`src/rtl/pwb_pkg.sv`:
```
package pwb_pkg;
  typedef enum logic [1:0] {
    PH_IDLE   = 2'd0,
    PH_SETUP  = 2'd1,
    PH_ACCESS = 2'd2
  } pwb_phase_e;
endpackage

```
`src/rtl/pwb_rstsync.sv`:
```
module pwb_rstsync #(
  parameter int STAGES = 2
) (
  input  logic clk,
  input  logic rst_n,
  output logic rst_n_sync
);
  logic [STAGES-1:0] chain_q;

  always_ff @(posedge clk or negedge rst_n) begin
    if (!rst_n) chain_q <= '0;
    else        chain_q <= {chain_q[STAGES-2:0], 1'b1};
  end

  assign rst_n_sync = chain_q[STAGES-1];
endmodule

```
`src/rtl/pwb_wbuf.sv`:
```
module pwb_wbuf #(
  parameter int ADDR_W = 8,
  parameter int DATA_W = 32
) (
  input  logic              clk,
  input  logic              rst_n,
  input  logic              load,
  input  logic [ADDR_W-1:0] ld_addr,
  input  logic [DATA_W-1:0] ld_data,
  input  logic              drain,
  output logic              full,
  output logic [ADDR_W-1:0] b_addr,
  output logic [DATA_W-1:0] b_data
);
  logic              full_d;
  logic [ADDR_W-1:0] addr_d;
  logic [DATA_W-1:0] data_d;

  always_comb begin
    full_d = full;
    addr_d = b_addr;
    data_d = b_data;
    if (drain) full_d = 1'b0;
    if (load) begin
      full_d = 1'b1;
      addr_d = ld_addr;
      data_d = ld_data;
    end
  end

  always_ff @(posedge clk or negedge rst_n) begin
    if (!rst_n) begin
      full   <= 1'b0;
      b_addr <= '0;
      b_data <= '0;
    end else begin
      full   <= full_d;
      b_addr <= addr_d;
      b_data <= data_d;
    end
  end
endmodule

```
`src/rtl/pwb_pseq.sv`:
```
module pwb_pseq
  import pwb_pkg::*;
#(
  parameter int ADDR_W = 8,
  parameter int DATA_W = 32
) (
  input  logic              clk,
  input  logic              rst_n,
  input  logic              tick,
  input  logic              wr_job,
  input  logic              rd_job,
  input  logic [ADDR_W-1:0] rd_addr_in,
  input  logic [ADDR_W-1:0] b_addr,
  input  logic [DATA_W-1:0] b_data,
  input  logic [DATA_W-1:0] per_rdata,
  output logic              per_sel,
  output logic              per_en,
  output logic              per_wr,
  output logic [ADDR_W-1:0] per_addr,
  output logic [DATA_W-1:0] per_wdata,
  output logic              wr_done,
  output logic              rd_done,
  output logic [DATA_W-1:0] rd_data
);
  pwb_phase_e        phase_q, phase_d;
  logic              opwr_q, opwr_d;
  logic [ADDR_W-1:0] raddr_q, raddr_d;
  logic              rdone_d;
  logic [DATA_W-1:0] rdata_d;
  logic              finish;

  assign finish  = tick && (phase_q == PH_ACCESS);
  assign wr_done = finish && opwr_q;

  always_comb begin
    phase_d = phase_q;
    opwr_d  = opwr_q;
    raddr_d = raddr_q;
    rdone_d = 1'b0;
    rdata_d = rd_data;
    if (tick) begin
      unique case (phase_q)
        PH_IDLE: begin
          if (wr_job) begin
            phase_d = PH_SETUP;
            opwr_d  = 1'b1;
          end else if (rd_job) begin
            phase_d = PH_SETUP;
            opwr_d  = 1'b0;
            raddr_d = rd_addr_in;
          end
        end
        PH_SETUP:  phase_d = PH_ACCESS;
        PH_ACCESS: begin
          phase_d = PH_IDLE;
          if (!opwr_q) begin
            rdone_d = 1'b1;
            rdata_d = per_rdata;
          end
        end
        default:   phase_d = PH_IDLE;
      endcase
    end
  end

  always_ff @(posedge clk or negedge rst_n) begin
    if (!rst_n) begin
      phase_q <= PH_IDLE;
      opwr_q  <= 1'b0;
      raddr_q <= '0;
      rd_done <= 1'b0;
      rd_data <= '0;
    end else begin
      phase_q <= phase_d;
      opwr_q  <= opwr_d;
      raddr_q <= raddr_d;
      rd_done <= rdone_d;
      rd_data <= rdata_d;
    end
  end

  assign per_sel   = (phase_q != PH_IDLE);
  assign per_en    = (phase_q == PH_ACCESS);
  assign per_wr    = per_sel && opwr_q;
  assign per_addr  = opwr_q ? b_addr : raddr_q;
  assign per_wdata = b_data;
endmodule

```
`src/rtl/posted_write_bridge.sv`:
```
module posted_write_bridge #(
  parameter int ADDR_W = 8,
  parameter int DATA_W = 32
) (
  input  logic              clk,
  input  logic              rst_n,
  input  logic              per_tick,
  input  logic              cpu_valid,
  input  logic              cpu_wr,
  input  logic [ADDR_W-1:0] cpu_addr,
  input  logic [DATA_W-1:0] cpu_wdata,
  output logic              cpu_ready,
  output logic [DATA_W-1:0] cpu_rdata,
  output logic              wr_pending,
  output logic              per_sel,
  output logic              per_en,
  output logic              per_wr,
  output logic [ADDR_W-1:0] per_addr,
  output logic [DATA_W-1:0] per_wdata,
  input  logic [DATA_W-1:0] per_rdata
);
  logic              rst_n_i;
  logic              buf_load;
  logic              buf_drain;
  logic [ADDR_W-1:0] buf_addr;
  logic [DATA_W-1:0] buf_data;
  logic              rd_req;
  logic              rd_done;

  pwb_rstsync #(.STAGES(2)) u_rst (
    .clk        (clk),
    .rst_n      (rst_n),
    .rst_n_sync (rst_n_i)
  );

  // posted write: taken whenever the single slot is free
  assign buf_load = cpu_valid && cpu_wr && !wr_pending;
  // read: offered to the sequencer until its completion pulse
  assign rd_req   = cpu_valid && !cpu_wr && !rd_done;

  pwb_wbuf #(.ADDR_W(ADDR_W), .DATA_W(DATA_W)) u_wbuf (
    .clk     (clk),
    .rst_n   (rst_n_i),
    .load    (buf_load),
    .ld_addr (cpu_addr),
    .ld_data (cpu_wdata),
    .drain   (buf_drain),
    .full    (wr_pending),
    .b_addr  (buf_addr),
    .b_data  (buf_data)
  );

  pwb_pseq #(.ADDR_W(ADDR_W), .DATA_W(DATA_W)) u_pseq (
    .clk        (clk),
    .rst_n      (rst_n_i),
    .tick       (per_tick),
    .wr_job     (wr_pending),
    .rd_job     (rd_req),
    .rd_addr_in (cpu_addr),
    .b_addr     (buf_addr),
    .b_data     (buf_data),
    .per_rdata  (per_rdata),
    .per_sel    (per_sel),
    .per_en     (per_en),
    .per_wr     (per_wr),
    .per_addr   (per_addr),
    .per_wdata  (per_wdata),
    .wr_done    (buf_drain),
    .rd_done    (rd_done),
    .rd_data    (cpu_rdata)
  );

  assign cpu_ready = cpu_wr ? !wr_pending : rd_done;
endmodule

```
`config.mk`:
```
export PLATFORM = sky130hd
export DESIGN_NAME = posted_write_bridge
export DESIGN_NICKNAME = d
export VERILOG_FILES = /design/src/rtl/pwb_pkg.sv /design/src/rtl/pwb_rstsync.sv /design/src/rtl/pwb_wbuf.sv /design/src/rtl/pwb_pseq.sv /design/src/rtl/posted_write_bridge.sv
export SDC_FILE = /design/constraint.sdc
export NUM_CORES = 1
export LEC_CHECK = 0
export BUFFER_PORTS_ARGS = -buffer_cell sky130_fd_sc_hd__buf_2
export CAP_MARGIN = 20
export CORE_MARGIN = 4
export CORE_UTILIZATION = 49
export CTS_BUF_LIST = sky130_fd_sc_hd__clkbuf_16
export DETAILED_ROUTE_END_ITERATION = 16
export MAX_ROUTING_LAYER = met4
export PLACE_DENSITY = 0.8
export RECOVER_POWER = 50
export REMOVE_ABC_BUFFERS = 1
export SETUP_SLACK_MARGIN = 0.02
export SLEW_MARGIN = 40
export SYNTH_ARGS = -nofsm -noshare
export SYNTH_HDL_FRONTEND = slang
export SYNTH_HIERARCHICAL = 1
export SYNTH_SLANG_ARGS = --single-unit
```
`constraint.sdc`:
```
create_clock -name clk -period 3.4 [get_ports clk]
set_input_delay 0 -clock clk [delete_from_list [all_inputs] [get_ports clk]]
set_output_delay 0 -clock clk [all_outputs]
set_load 0.02 [all_outputs]
```
==> run metrics <==
status=finished clean; # DRC=0; final setup violation count=0; CORE AREA=7810 sq um; multi-input combinational cell area=1410 sq um; Avg Cell Area, Syn=16.6 sq um; pin slew with the least headroom to its limit=1.22 ns; Post-synth top flop=dfrtp_1; Syn Inst Count=240; async set-reset flop share out of synthesis=100%; Synthesis Warnings=6; post-synth top area cell=dfrtp_1; Max Fclk=0.470 GHz; pre-CTS setup slack=1.25 ns; site row count=32; WP data required=3.61 ns; crit-path max cell delay=0.81 ns; xor and xnor area share after synthesis=0%; crit path DAT=2.33 ns; Post-synth top cells=87 x dfrtp_1, 68 x mux2_4, 32 x buf_4, 20 x mux2_2, 7 x buf_12; clock slew at reported path FFs=0.06 ns; initial core utilization=51.1%; Wirelength per Cell=16.8 um; Synth top area share=54.6%; CP endpoint kind=flip-flop; Leak Pwr=2.67 nW; CTS tree=built; RSZ-0062 raised after global routing=no; mux contribution to synthesized area=31.8%; Synth Area in Compound Gates=0.659%; initial antenna violation count=0; vias in the first global route=2972; post-CTS setup buffers=0; CP Class=flip-flop to flip-flop; Die Wd=98.2 um; GRT Residual Overflow=0; chip height=98.2 um; Slew HR=18.4%; Seq cells post-synth=87; TritonCTS Buffers=9; Startpoint Class=flip-flop; worst skew pair latency=0.32 ns; dpl hpwl=5.83 mm; Syn-to-layout area delta=37.9%; post-CTS resize count=0; CTS H-tree lvls=3; Clock Tree Root=clkbuf_16; largest net degree at the start of global routing=38; Routed WL=9.20 mm; min-delay worst type=primary input to flip-flop; final count of hold timing violations=0; die area=9650 sq um; skew final=0.00819 ns; CTS sink count=87; largest cells by area after synthesis=dfrtp_1 55%, mux2_4 26%, buf_4 6.0%; maximum buffer depth of the clock tree=2; slowest CP cell=and3b_2; Power Total=0.00496 W; Buffers & Inverters on Critical Path=1; mapped cell area=3990 sq um; most common cell in the netlist=dfrtp_1; Post-Synth Simple-Gate Area=2.51%; first-pass GRT wire length=14.9 mm; Peak VDD IR=523 uV; cells along the critical path=and3b_2 -> buf_4 -> mux2_4; Via density=4.72; CP top delay family=simple AND/OR/NAND/NOR gates; post-synth cell types=25; number of flops mapped to enable cells by yosys=0; largest family of logic cells by synthesized area=multiplexers; hold_buf cts=75; fin crit share=62.5%; DRT iter0 DRCs=39; ant diodes=0; GR Util All Layers=19.9%; fin nets=518; FF+latch area=2180 sq um; max_cap viols=0; number of fillers in the final layout=568; PortBufs=153; Vias=2583; sequential-to-total area share from yosys stat=54.6%; minimum clock period=2.13 ns; Pre-antenna DRT Iters=4; RePlAce Congestion=0.797; layout cell share with drive strength beyond 1=51.5%; setup ws final=1.27 ns; Worst Path Max Fanout=25; Antenna Nets Post-Route=0; Post-Synth Adder-Cell Area=0%; Slew Limit Fails=0; Power per Cell Area=902 nW/um^2; io pins=154
flip-flops by register name, indices dropped and copies added (netlist names):
| signal | flops |
|---|---|
| u_pseq/opwr_q | 1 |
| u_pseq/phase_q | 2 |
| u_pseq/raddr_q | 8 |
| u_pseq/rd_data | 32 |
| u_pseq/rd_done | 1 |
| u_rst/chain_q | 2 |
| u_wbuf/b_addr | 8 |
| u_wbuf/b_data | 32 |
| u_wbuf/full | 1 |
path summary, 6_finish.rpt:
| check | start | to | slack (ns) | depth (start not counted) |
|---|---|---|---|---|
| worst max-delay path | u_pseq/opwr_q | u_pseq/rd_data[21] | 1.27 | 3 |
| worst min-delay path | cpu_wr | u_pseq/opwr_q | 0.1 | 5 |
| worst max register to register | u_pseq/opwr_q | u_pseq/rd_data[21] | 1.27 | 3 |
| worst min register to register | u_rst/chain_q[0] | u_rst/chain_q[1] | 0.37 | 0 |
| max in group asynchronous | u_rst/chain_q[1] | u_pseq/rd_data[8] | 2.13 | 1 |
| min in group asynchronous | u_rst/chain_q[1] | u_pseq/rd_data[12] | 0.52 | 0 |
logic make-up (layout without fill, tap and decap cells):
| family | Yosys count | count (layout) |
|---|---|---|
| compound gates | 4 | 4 |
| buf+inv | 44 | 249 |
| flops | 87 | 87 |
| mux | 90 | 90 |
| other cells | 1 | 1 |
| simple gates | 14 | 14 |
area by class of cell:
cell class | instances | area share (%)
sequential | 87 | 39.6
timing repair buffer | 232 | 27.7
multi-input combinational | 109 | 25.6
clock buffer | 9 | 4.10
tap | 102 | 2.32
clock inverter | 6 | 0.546
inverter | 2 | 0.137
stage by stage:
step                area, sq um  instances  setup TNS [ns]  hold WS (ns)  utilization (%)
floorplan                  3580        198          -14.09        -0.296                -
global placement           4500        455               0        -0.215             57.7
detailed placement         4540        457               0        -0.208             58.2
CTS                        5550        547               0        0.0930             71.1
global route               5500        547               0         0.145             70.4
finish                     5500        547               0        0.0987             70.4
cell usage in the layout (no fill, tap or decap), types with 2 or more instances in the layout:
| master | instances |
|---|---|
| buf_12 | 2 |
| buf_2 | 116 |
| buf_4 | 2 |
| clkbuf_1 | 37 |
| clkbuf_16 | 9 |
| clkinv_2 | 3 |
| dfrtp_1 | 87 |
| dlygate4sd3_1 | 75 |
| inv_1 | 3 |
| mux2_2 | 20 |
| mux2_4 | 68 |
| mux2i_1 | 2 |
| nand2_1 | 3 |
| o21ai_0 | 2 |
tightest hold or removal path: stages:
cell and delay [ns]:
buf_2 0.11, nor3b_2 0.06, nand4bb_2 0.10, nand2_1 0.05, o21ai_0 0.06
layer usage:
layer | vias up | track usage [%] | routed length, um
met5 | - | - | 0
met4 | 0 | 5.67 | 135
met3 | 14 | 4.93 | 532
met2 | 107 | 35.1 | 4850
met1 | 1269 | 22.4 | 3680
li1 | 1193 | - | -
power breakdown:
| group | total [W] | switching, W | leakage (nW) | internal, W |
|---|---|---|---|---|
| Clock | 0.000841 | 0.000360 | 0.130 | 0.000481 |
| Combinational | 0.00223 | 0.00113 | 1.49 | 0.00110 |
| Sequential | 0.00189 | 0.000345 | 1.06 | 0.00155 |
Note: power is estimated with default switching activity, not from simulation.
